## config.mk

```make
export PLATFORM = sky130hd
export DESIGN_NAME = cal_event_gen
export DESIGN_NICKNAME = d
export VERILOG_FILES = /design/src/rtl/cpeg_pkg.sv /design/src/rtl/cpeg_detect.sv /design/src/rtl/cpeg_regs.sv /design/src/rtl/cal_event_gen.sv
export SDC_FILE = /design/constraint.sdc
export NUM_CORES = 1
export LEC_CHECK = 0
export ABC_AREA = 1
export ABC_CLOCK_PERIOD_IN_PS = 1200
export CAP_MARGIN = 0
export CORE_ASPECT_RATIO = 1.5
export CORE_MARGIN = 2
export CORE_UTILIZATION = 43
export CTS_CLUSTER_DIAMETER = 30
export CTS_CLUSTER_SIZE = 24
export DETAILED_ROUTE_END_ITERATION = 7
export MAX_ROUTING_LAYER = met4
export PLACE_DENSITY = 0.86
export SLEW_MARGIN = 20
export SYNTH_ARGS = -nofsm -noshare
export SYNTH_HDL_FRONTEND = slang
export SYNTH_SLANG_ARGS = --single-unit
```

## constraint.sdc

```tcl
create_clock -name clk -period 1.2 [get_ports clk]
set_clock_uncertainty 0.2 [all_clocks]
set_input_delay 0.18 -clock clk [delete_from_list [all_inputs] [get_ports clk]]
set_output_delay 0.18 -clock clk [all_outputs]
set_load 0.05 [all_outputs]
```

## src/rtl/cpeg_pkg.sv

```systemverilog
package cpeg_pkg;
  typedef enum logic [1:0] {
    TSEL_MINUTE   = 2'd0,
    TSEL_HOUR     = 2'd1,
    TSEL_MIDNIGHT = 2'd2,
    TSEL_NOON     = 2'd3
  } tsel_e;

  typedef enum logic [1:0] {
    CSEL_WEEK  = 2'd0,
    CSEL_MONTH = 2'd1,
    CSEL_YEAR  = 2'd2,
    CSEL_OFF   = 2'd3
  } csel_e;

  // status, clear and mask registers share these bit positions
  localparam int FLAG_LSB = 2;
  localparam int FLAG_N   = 3;
  localparam int F_SEC    = 0;
  localparam int F_TIME   = 1;
  localparam int F_CAL    = 2;

  localparam int MAP_AW = 3;
  localparam logic [MAP_AW-1:0] A_CTRL = 3'd0;
  localparam logic [MAP_AW-1:0] A_STAT = 3'd1;
  localparam logic [MAP_AW-1:0] A_CLR  = 3'd2;
  localparam logic [MAP_AW-1:0] A_IEN  = 3'd3;
  localparam logic [MAP_AW-1:0] A_IDIS = 3'd4;
  localparam logic [MAP_AW-1:0] A_MASK = 3'd5;
endpackage

```

## src/rtl/cpeg_detect.sv

```systemverilog
module cpeg_detect
  import cpeg_pkg::*;
#(
  parameter int MIN_W     = 6,
  parameter int HOUR_W    = 5,
  parameter int DOW_W     = 3,
  parameter int MON_W     = 4,
  parameter int YEAR_W    = 8,
  parameter int NOON_HOUR = 12,
  parameter int DOW_LAST  = 7,
  parameter int DOW_FIRST = 1
) (
  input  logic              clk,
  input  logic              rst,
  input  logic              sec_tick,
  input  logic [MIN_W-1:0]  cur_min,
  input  logic [HOUR_W-1:0] cur_hour,
  input  logic [DOW_W-1:0]  cur_dow,
  input  logic [MON_W-1:0]  cur_month,
  input  logic [YEAR_W-1:0] cur_year,
  input  tsel_e             tsel,
  input  csel_e             csel,
  output logic              sec_evt,
  output logic              time_evt,
  output logic              cal_evt
);
  localparam logic [HOUR_W-1:0] NOON_V  = HOUR_W'(NOON_HOUR);
  localparam logic [DOW_W-1:0]  DLAST_V = DOW_W'(DOW_LAST);
  localparam logic [DOW_W-1:0]  DFRST_V = DOW_W'(DOW_FIRST);

  logic              armed_q;
  logic [MIN_W-1:0]  min_q;
  logic [HOUR_W-1:0] hour_q;
  logic [DOW_W-1:0]  dow_q;
  logic [MON_W-1:0]  mon_q;
  logic [YEAR_W-1:0] year_q;
  logic              t_hit, c_hit;

  always_comb begin
    unique case (tsel)
      TSEL_MINUTE:   t_hit = (cur_min != min_q);
      TSEL_HOUR:     t_hit = (cur_hour != hour_q);
      TSEL_MIDNIGHT: t_hit = (cur_hour == '0) && (hour_q != '0);
      default:       t_hit = (cur_hour == NOON_V) && (hour_q != NOON_V);
    endcase
    unique case (csel)
      CSEL_WEEK:  c_hit = (dow_q == DLAST_V) && (cur_dow == DFRST_V);
      CSEL_MONTH: c_hit = (cur_month != mon_q);
      CSEL_YEAR:  c_hit = (cur_year != year_q);
      default:    c_hit = 1'b0;
    endcase
  end

  always_ff @(posedge clk) begin
    if (rst) begin
      armed_q  <= 1'b0;
      min_q    <= '0;
      hour_q   <= '0;
      dow_q    <= '0;
      mon_q    <= '0;
      year_q   <= '0;
      sec_evt  <= 1'b0;
      time_evt <= 1'b0;
      cal_evt  <= 1'b0;
    end else begin
      armed_q  <= 1'b1;
      min_q    <= cur_min;
      hour_q   <= cur_hour;
      dow_q    <= cur_dow;
      mon_q    <= cur_month;
      year_q   <= cur_year;
      sec_evt  <= armed_q && sec_tick;
      time_evt <= armed_q && t_hit;
      cal_evt  <= armed_q && c_hit;
    end
  end

  assert_quiet_first_edge_R11: assert property (@(posedge clk) disable iff (rst)
    !armed_q |=> !(sec_evt || time_evt || cal_evt));

  assert_week_wrap_R5: assert property (@(posedge clk) disable iff (rst)
    (cal_evt && $past(csel) == CSEL_WEEK) |-> $past(cur_dow) == DFRST_V);

  assert_noon_entry_R4: assert property (@(posedge clk) disable iff (rst)
    (time_evt && $past(tsel) == TSEL_NOON) |-> $past(cur_hour) == NOON_V);
endmodule

```

## src/rtl/cpeg_regs.sv

```systemverilog
module cpeg_regs
  import cpeg_pkg::*;
#(
  parameter int ADDR_W = 3,
  parameter int DATA_W = 8
) (
  input  logic              clk,
  input  logic              rst,
  input  logic              wr_en,
  input  logic [ADDR_W-1:0] wr_addr,
  input  logic [DATA_W-1:0] wr_data,
  input  logic [ADDR_W-1:0] rd_addr,
  output logic [DATA_W-1:0] rd_data,
  input  logic              sec_evt,
  input  logic              time_evt,
  input  logic              cal_evt,
  output tsel_e             tsel,
  output csel_e             csel,
  output logic              irq
);
  localparam int FLAG_MSB = FLAG_LSB + FLAG_N - 1;

  logic [DATA_W-1:0] ctrl_q;
  logic [FLAG_N-1:0] stat_q, stat_d, mask_q, mask_d;
  logic [FLAG_N-1:0] evt, clr_v, ien_v, idis_v, wsel;

  assign evt = {cal_evt, time_evt, sec_evt};
  assign wsel = wr_data[FLAG_MSB:FLAG_LSB];

  always_comb begin
    clr_v  = (wr_en && wr_addr == ADDR_W'(A_CLR))  ? wsel : '0;
    ien_v  = (wr_en && wr_addr == ADDR_W'(A_IEN))  ? wsel : '0;
    idis_v = (wr_en && wr_addr == ADDR_W'(A_IDIS)) ? wsel : '0;
    stat_d = (stat_q & ~clr_v) | evt;
    mask_d = (mask_q | ien_v) & ~idis_v;
  end

  always_ff @(posedge clk) begin
    if (rst) begin
      ctrl_q <= '0;
      stat_q <= '0;
      mask_q <= '0;
      irq    <= 1'b0;
    end else begin
      if (wr_en && wr_addr == ADDR_W'(A_CTRL)) ctrl_q <= wr_data;
      stat_q <= stat_d;
      mask_q <= mask_d;
      irq    <= |(stat_d & mask_d);
    end
  end

  assign tsel = tsel_e'(ctrl_q[1:0]);
  assign csel = csel_e'(ctrl_q[3:2]);

  always_comb begin
    rd_data = '0;
    if (rd_addr == ADDR_W'(A_CTRL)) rd_data = ctrl_q;
    else if (rd_addr == ADDR_W'(A_STAT)) rd_data[FLAG_MSB:FLAG_LSB] = stat_q;
    else if (rd_addr == ADDR_W'(A_MASK)) rd_data[FLAG_MSB:FLAG_LSB] = mask_q;
  end

  assert_irq_level_R9: assert property (@(posedge clk) disable iff (rst)
    irq == |(stat_q & mask_q));

  assert_tick_sets_R2: assert property (@(posedge clk) disable iff (rst)
    sec_evt |=> stat_q[F_SEC]);

  for (genvar b = 0; b < FLAG_N; b++) begin : g_flag_chk
    assert_set_wins_R10: assert property (@(posedge clk) disable iff (rst)
      (evt[b] && clr_v[b]) |=> stat_q[b]);
    assert_clear_R7: assert property (@(posedge clk) disable iff (rst)
      (clr_v[b] && !evt[b]) |=> !stat_q[b]);
    assert_enable_R8: assert property (@(posedge clk) disable iff (rst)
      ien_v[b] |=> mask_q[b]);
    assert_disable_R8: assert property (@(posedge clk) disable iff (rst)
      idis_v[b] |=> !mask_q[b]);
  end
endmodule

```

## src/rtl/cal_event_gen.sv

```systemverilog
module cal_event_gen
  import cpeg_pkg::*;
#(
  parameter int ADDR_W = 3,
  parameter int DATA_W = 8,
  parameter int MIN_W  = 6,
  parameter int HOUR_W = 5,
  parameter int DOW_W  = 3,
  parameter int MON_W  = 4,
  parameter int YEAR_W = 8
) (
  input  logic              clk,
  input  logic              rst,
  input  logic              wr_en,
  input  logic [ADDR_W-1:0] wr_addr,
  input  logic [DATA_W-1:0] wr_data,
  input  logic [ADDR_W-1:0] rd_addr,
  output logic [DATA_W-1:0] rd_data,
  input  logic              sec_tick,
  input  logic [MIN_W-1:0]  cur_min,
  input  logic [HOUR_W-1:0] cur_hour,
  input  logic [DOW_W-1:0]  cur_dow,
  input  logic [MON_W-1:0]  cur_month,
  input  logic [YEAR_W-1:0] cur_year,
  output logic              irq
);
  tsel_e tsel;
  csel_e csel;
  logic  sec_evt, time_evt, cal_evt;

  cpeg_detect #(
    .MIN_W(MIN_W), .HOUR_W(HOUR_W), .DOW_W(DOW_W),
    .MON_W(MON_W), .YEAR_W(YEAR_W)
  ) u_detect (
    .clk(clk), .rst(rst), .sec_tick(sec_tick),
    .cur_min(cur_min), .cur_hour(cur_hour), .cur_dow(cur_dow),
    .cur_month(cur_month), .cur_year(cur_year),
    .tsel(tsel), .csel(csel),
    .sec_evt(sec_evt), .time_evt(time_evt), .cal_evt(cal_evt)
  );

  cpeg_regs #(.ADDR_W(ADDR_W), .DATA_W(DATA_W)) u_regs (
    .clk(clk), .rst(rst), .wr_en(wr_en), .wr_addr(wr_addr),
    .wr_data(wr_data), .rd_addr(rd_addr), .rd_data(rd_data),
    .sec_evt(sec_evt), .time_evt(time_evt), .cal_evt(cal_evt),
    .tsel(tsel), .csel(csel), .irq(irq)
  );
endmodule

```

==> impl_metrics.tcl, run 1 <==
set metrics [dict create \
    total_power_uw 3355 \
    critPathMaxFanout 2 \
    cap_violations 0 \
    layout.cells.most_common_list "nand2_1, inv_1, nor2_1" \
    yosysWarnings 0 \
    layout_commonest_cell "nand2_1" \
    max_freq_mhz 638.8 \
    cts_buffer_depth 2 \
    routed_wl_um 5406 \
    cts-root-buf "clkbuf_8" \
    grt_pass1_vias 2045 \
    crit_start "u_regs.mask_q[0]" \
    drt-initial-drc-count 96 \
    core_area_sq_mm 0.004504 \
    hpwl_um 3675 \
    min-delay-start "cur_min[3]" \
    finalNonFillerCells 446 \
    die_y_um 87.62 \
    tritoncts "yes" \
    ios 53 \
    slowest_stage "dfxtp_2" \
    arrival_ns 1.19 \
    syn_avg_cell_area_sq_um 6.749 \
    num_rows 30 \
    relSlewSlack_pct 79.63 \
    syn_nets 341 \
    worst_slew_pin_slew_ns 0.3042 \
    synth-xor-area-share_pct 3.059 \
    critPathCaptureType "primary output" \
    die_area_sq_mm 0.005235 \
    avgRoutedWirePerCell_um 12.12 \
    drv_slew 0 \
    grt_pass1_wl_um 8142 \
    p_leak_uw 0.001677 \
    drive_gt1_share_pct 28.89 \
    r2r_start "u_regs.ctrl_q[1]" \
    cp_slowest_stage_delay_ns 0.33 \
    regToRegSetupSlack_ns -0.07 \
    synth_top_family_by_area "simple AND/OR/NAND/NOR gates" \
    cp_cell_sequence "inv_2, o211ai_1, clkbuf_16" \
    first_pass_iters 4 \
    vias 2134 \
    run_status "finished with violations" \
    finalSetupViolCount 9 \
    crit_type "reg2out" \
    drc_errors 0 \
    fin_setup_tns_ns -1.656 \
    ys_seq_area_share_pct 44.94 \
    antenna_found_initial 0 \
    hold_path_depth 4 \
    numPortBuffers 52 \
    initial_core_util_pct 44.50 \
    period_minus_slack_ns 1.565 \
    syn2layout_area_growth_pct 65.61 \
    reg2reg_depth 9 \
    grt_overflow 0 \
    fin_nets 441 \
    dpl.cell_count 425 \
    worstHoldEndpoint "u_detect.min_q[3]" \
    grt_max_degree 28 \
    required_ns 0.82 \
    fin_hold_ws_ns 0.02236 \
    hp-class "in2reg" \
    rsz0062_at_grt "true" \
    path_clk_slew_ns 0.09 \
    synth_area_leaders "dfxtp_1, nand2_1, inv_1" \
    antenna_cells 0 \
    synthAdderAreaFrac_pct 0 \
    synth-compound-area-share_pct 10.05 \
    clock-sinks 45 \
    synthSimpleGateAreaFrac_pct 28.53 \
    clock_latency_ns 0.31 \
    critical_path.startpoint_type "flop" \
    synth_top_area_cell "dfxtp_1" \
    yosysTopAreaCellShare_pct 44.94 \
    p_per_area_mw_per_mm2 1011 \
    failed_checks "setup timing" \
    ant_nets 0 \
    ys_ff_latch 45 \
    muxShareOfSynthArea_pct 0 \
    cts_made_buffers 5 \
    finalCritPeriodShare_pct 130.5 \
    fillerInstances 329 \
    reg2reg_to "u_detect.time_evt" \
    synth_area_sq_mm 0.002004 \
    via_per_inst 4.785 \
    gp_congestion 0.8821 \
    yosysUniqueCellTypes 20 \
    htreeDepth 2 \
    die_w_um 59.75 \
    synth_cells 297 \
    track_usage_pct 20.77 \
    setup_ws_ns -0.3655 \
    ir_worst_vdd_mv 1.056 \
    hold_viol 0 \
]
==> power breakdown <==
part	switching [uW]	internal, uW
clock network	537	623
registers	37.6	1570
logic	277	314
total	851	2500
==> per-stage QoR <==
step / util (%) / setup slack (ns) / area [sq um]
after floorplan: - / -0.3267 / 2029
after global placement: 64.97 / -0.6245 / 2927
after detailed placement: 64.97 / -0.6499 / 2927
after CTS: 70.17 / -0.3590 / 3161
after global routing: 73.69 / -0.3865 / 3319
final: 73.69 / -0.3655 / 3319
==> final cells by class <==
cell class                      count  area (sq um)  area share [%]
Clock inverter                      3         46.29           1.395
Multi-Input combinational cell    182         968.4           29.17
Inverter                           64         247.7           7.463
Tap cell                           48         60.06           1.809
Clock buffer                        5         68.82           2.073
Timing Repair Buffer               99          1011           30.46
Sequential cell                    45         917.1           27.63
==> synthesized netlist by cell type <==
library cell	instances
a21oi_2	2
clkbuf_1	3
nand4_1	8
o211ai_1	3
nor2_4	1
nand3_1	8
inv_1	64
xnor2_1	7
o21bai_1	2
buf_4	1
o22ai_1	1
nand3b_2	1
buf_2	2
nand2_1	65
nor2_1	52
o21ai_1	3
a21oi_1	15
dfxtp_1	45
o21ai_0	10
nor3_1	4
==> kinds of logic after synthesis <==
| family | after synthesis |
|---|---|
| AOI/OAI and AO/OA | 36 |
| xor gates and xnor gates | 7 |
| buffers and inverters | 70 |
| DFF | 45 |
| and+or+nand+nor | 139 |
==> worst max-delay path by stage <==
stage	end	slack [ns]	cells past startpoint
after floorplan	rd_data[3]	-0.33	4
after global placement	rd_data[2]	-0.62	6
after detailed placement	rd_data[2]	-0.65	6
after CTS	rd_data[2]	-0.36	3
after global routing	rd_data[2]	-0.39	3
final	rd_data[2]	-0.37	3
==> registers in the layout (all words and copies together) (netlist names), 3 cells and up <==
register	flops
u_regs.stat_q	3
u_detect.year_q	8
u_detect.hour_q	5
u_detect.dow_q	3
u_regs.mask_q	3
u_detect.mon_q	4
u_detect.min_q	6
u_regs.ctrl_q	8
==> worst max-delay path, delay by kind of cell, from the launching register on <==
| family | cells | cell delay [ns] |
|---|---|---|
| compound gates | 1 | 0.28 |
| buf+inv | 2 | 0.26 |
| flops | 1 | 0.33 |
==> repair_timing <==
action | CTS | global route
hold endpoints to repair | 0 | 8
buffers inserted | 5 | 0
resized for setup | 62 | 43
setup endpoints to repair | 25 | 21
hold buffers | 0 | 8
pin swaps | 19 | 24
==> per-layer routing <==
metal  routed length, um  GRT usage, %
met4                 156         12.53
met5                   0             -
met2                3035         37.35
met1                2018         20.37
met3                 196         2.659
No activity file was read; power rests on OpenSTA's default activity.
==> run 2: changes to the inputs <==
CORE_MARGIN = default   (was 2)
==> impl_metrics.tcl, run 2 (synthesis gave the netlist of run 1 again) <==
set metrics [dict create \
    run_status "finished with violations" \
    failed_checks "DRC, setup timing" \
    required_ns 0.82 \
    relSlewSlack_pct 81.36 \
    cts_made_buffers 5 \
    via_per_inst 4.995 \
    dpl.cell_count 422 \
    finalNonFillerCells 437 \
    multi_input_area_sq_um 963.4 \
    grt_pass1_wl_um 8507 \
    p_sw_uw 818.4 \
    ios 53 \
    ff_latch_area_sq_um 923.4 \
    fillerInstances 313 \
    ant_nets 0 \
    drc_errors 7 \
    core_area_sq_mm 0.004504 \
    track_usage_pct 22.58 \
    grt_overflow 0 \
    finalCritPeriodShare_pct 126.6 \
    vias 2183 \
    wl_met3_um 324 \
    num_rows 30 \
    period_minus_slack_ns 1.519 \
    worst_slew_pin_slew_ns 0.2784 \
    clock_latency_ns 0.30 \
    first_pass_iters 6 \
    highest_layer "met4" \
    grt_max_degree 27 \
    critPathCaptureType "primary output" \
    antenna_found_initial 0 \
    clock-sinks 45 \
    die_y_um 85.62 \
    layout_commonest_cell "nand2_1" \
    path_clk_slew_ns 0.08 \
    ir_worst_vdd_mv 1.204 \
    tritoncts "yes" \
    layout.cells.most_common_list "nand2_1, inv_1, nor2_1" \
    reg_top3 "u_detect.year_q: 8 flops, u_regs.ctrl_q: 8 flops, u_detect.min_q: 6 flops" \
    p_leak_uw 0.001564 \
    routed_wl_um 5551 \
    grt_pass1_vias 2062 \
    cap_violations 0 \
    drv_slew 0 \
    critical_path.startpoint_type "flop" \
    internal_power_uw 2547 \
    critPathMaxFanout 2 \
    fin_nets 432 \
    crit_type "reg2out" \
    finalSetupViolCount 11 \
    met1_length_um 2068 \
    gp_congestion 0.8634 \
    htreeDepth 2 \
    hold_viol 0 \
    pwr-share-clk_pct 35.0 \
    syn2layout_area_growth_pct 60.67 \
    rsz0062_at_grt "true" \
    cts-root-buf "clkbuf_8" \
    pwr-share-seq_pct 47.7 \
    p_per_area_mw_per_mm2 1045 \
    arrival_ns 1.14 \
    hpwl_um 3527 \
    drt-initial-drc-count 128 \
    total_power_uw 3365 \
    comb_power_share_pct 17.3 \
    met2_length_um 2953 \
    die_area_sq_mm 0.004944 \
    fin_hold_ws_ns 0.05038 \
    initial_core_util_pct 44.50 \
    numPortBuffers 52 \
    avgRoutedWirePerCell_um 12.70 \
    hp-class "in2reg" \
    antenna_cells 0 \
    max_freq_mhz 658.4 \
    cts_buffer_depth 2 \
    setup_ws_ns -0.3188 \
    die_w_um 57.75 \
    netSwitchingFraction_pct 24.32 \
    drive_gt1_share_pct 28.79 \
]
-- run 2: cell count changes in the layout (fill, tap and decap cells not counted), sizes merged --
cell	delta
dlygate4sd2	+2
clkdlybuf4s50	+6
clkinv	-1
clkdlybuf4s15	+2
clkbuf	+1
buf	-3
dlygate4sd3	-6
dlymetal6s2s	-9
clkinvlp	-1
-- run 2: area by class of cell --
cell class	instances	area share [%]
repair buffers	90	28.24
well taps	48	1.865
inverters	64	7.692
clock buffers	7	2.681
multi-input cells	182	29.91
flip-flops and latches	45	28.67
clock inverters	1	0.9324
-- run 2: critical path, stage by stage (launching register included) --
cell and delay, ns:
dfxtp_2 0.33, inv_2 0.03, o211ai_1 0.25, clkbuf_16 0.22
-- run 2: power groups by stage --
stage          Clock [uW]  Sequential (uW)  Combinational, uW
2_1_floorplan           0             1630                233
4_1_cts              1200             1600                543
3_3_place_gp            0             1630                509
5_1_grt              1270             1610                635
6_report             1180             1610                582
3_5_place_dp            0             1630                523
-- run 2: worst paths after layout --
path,depth (start not counted),endpoint,slack (ns),from
hold / removal,4,u_detect.year_q[3],0.05,cur_year[3]
setup reg to reg,9,u_detect.time_evt,-0.09,u_regs.ctrl_q[1]
setup / recovery,3,rd_data[2],-0.32,u_regs.mask_q[0]
hold reg to reg,2,u_regs.stat_q[0],0.27,u_detect.sec_evt
-- run 2: layer usage --
metal  up-vias  GRT usage [%]
met1       990          23.03
met3        21          5.430
met4         0          14.50
met5         -              -
li1       1081              -
met2        91          38.05
-- run 2: repair_timing --
action,CTS,global route
setup buffers,3,2
endpoints found under the setup margin,25,20
hold buffers,0,2
gates resized for setup,69,33
endpoints found under the hold margin,0,2
pin swaps,30,15
-- run 2: stage by stage --
| step | utilization, % | cell area (sq um) | setup slack [ns] | TNS, ns |
|---|---|---|---|---|
| 6_report | 71.50 | 3221 | -0.3188 | -1.611 |
| 5_1_grt | 71.50 | 3221 | -0.3651 | -2.184 |
| 4_1_cts | 69.56 | 3133 | -0.3399 | -1.534 |
| 3_5_place_dp | 64.47 | 2904 | -0.6530 | -16.70 |
| 3_3_place_gp | 64.47 | 2904 | -0.6290 | -16.22 |
| 2_1_floorplan | - | 2029 | -0.3267 | -1.694 |
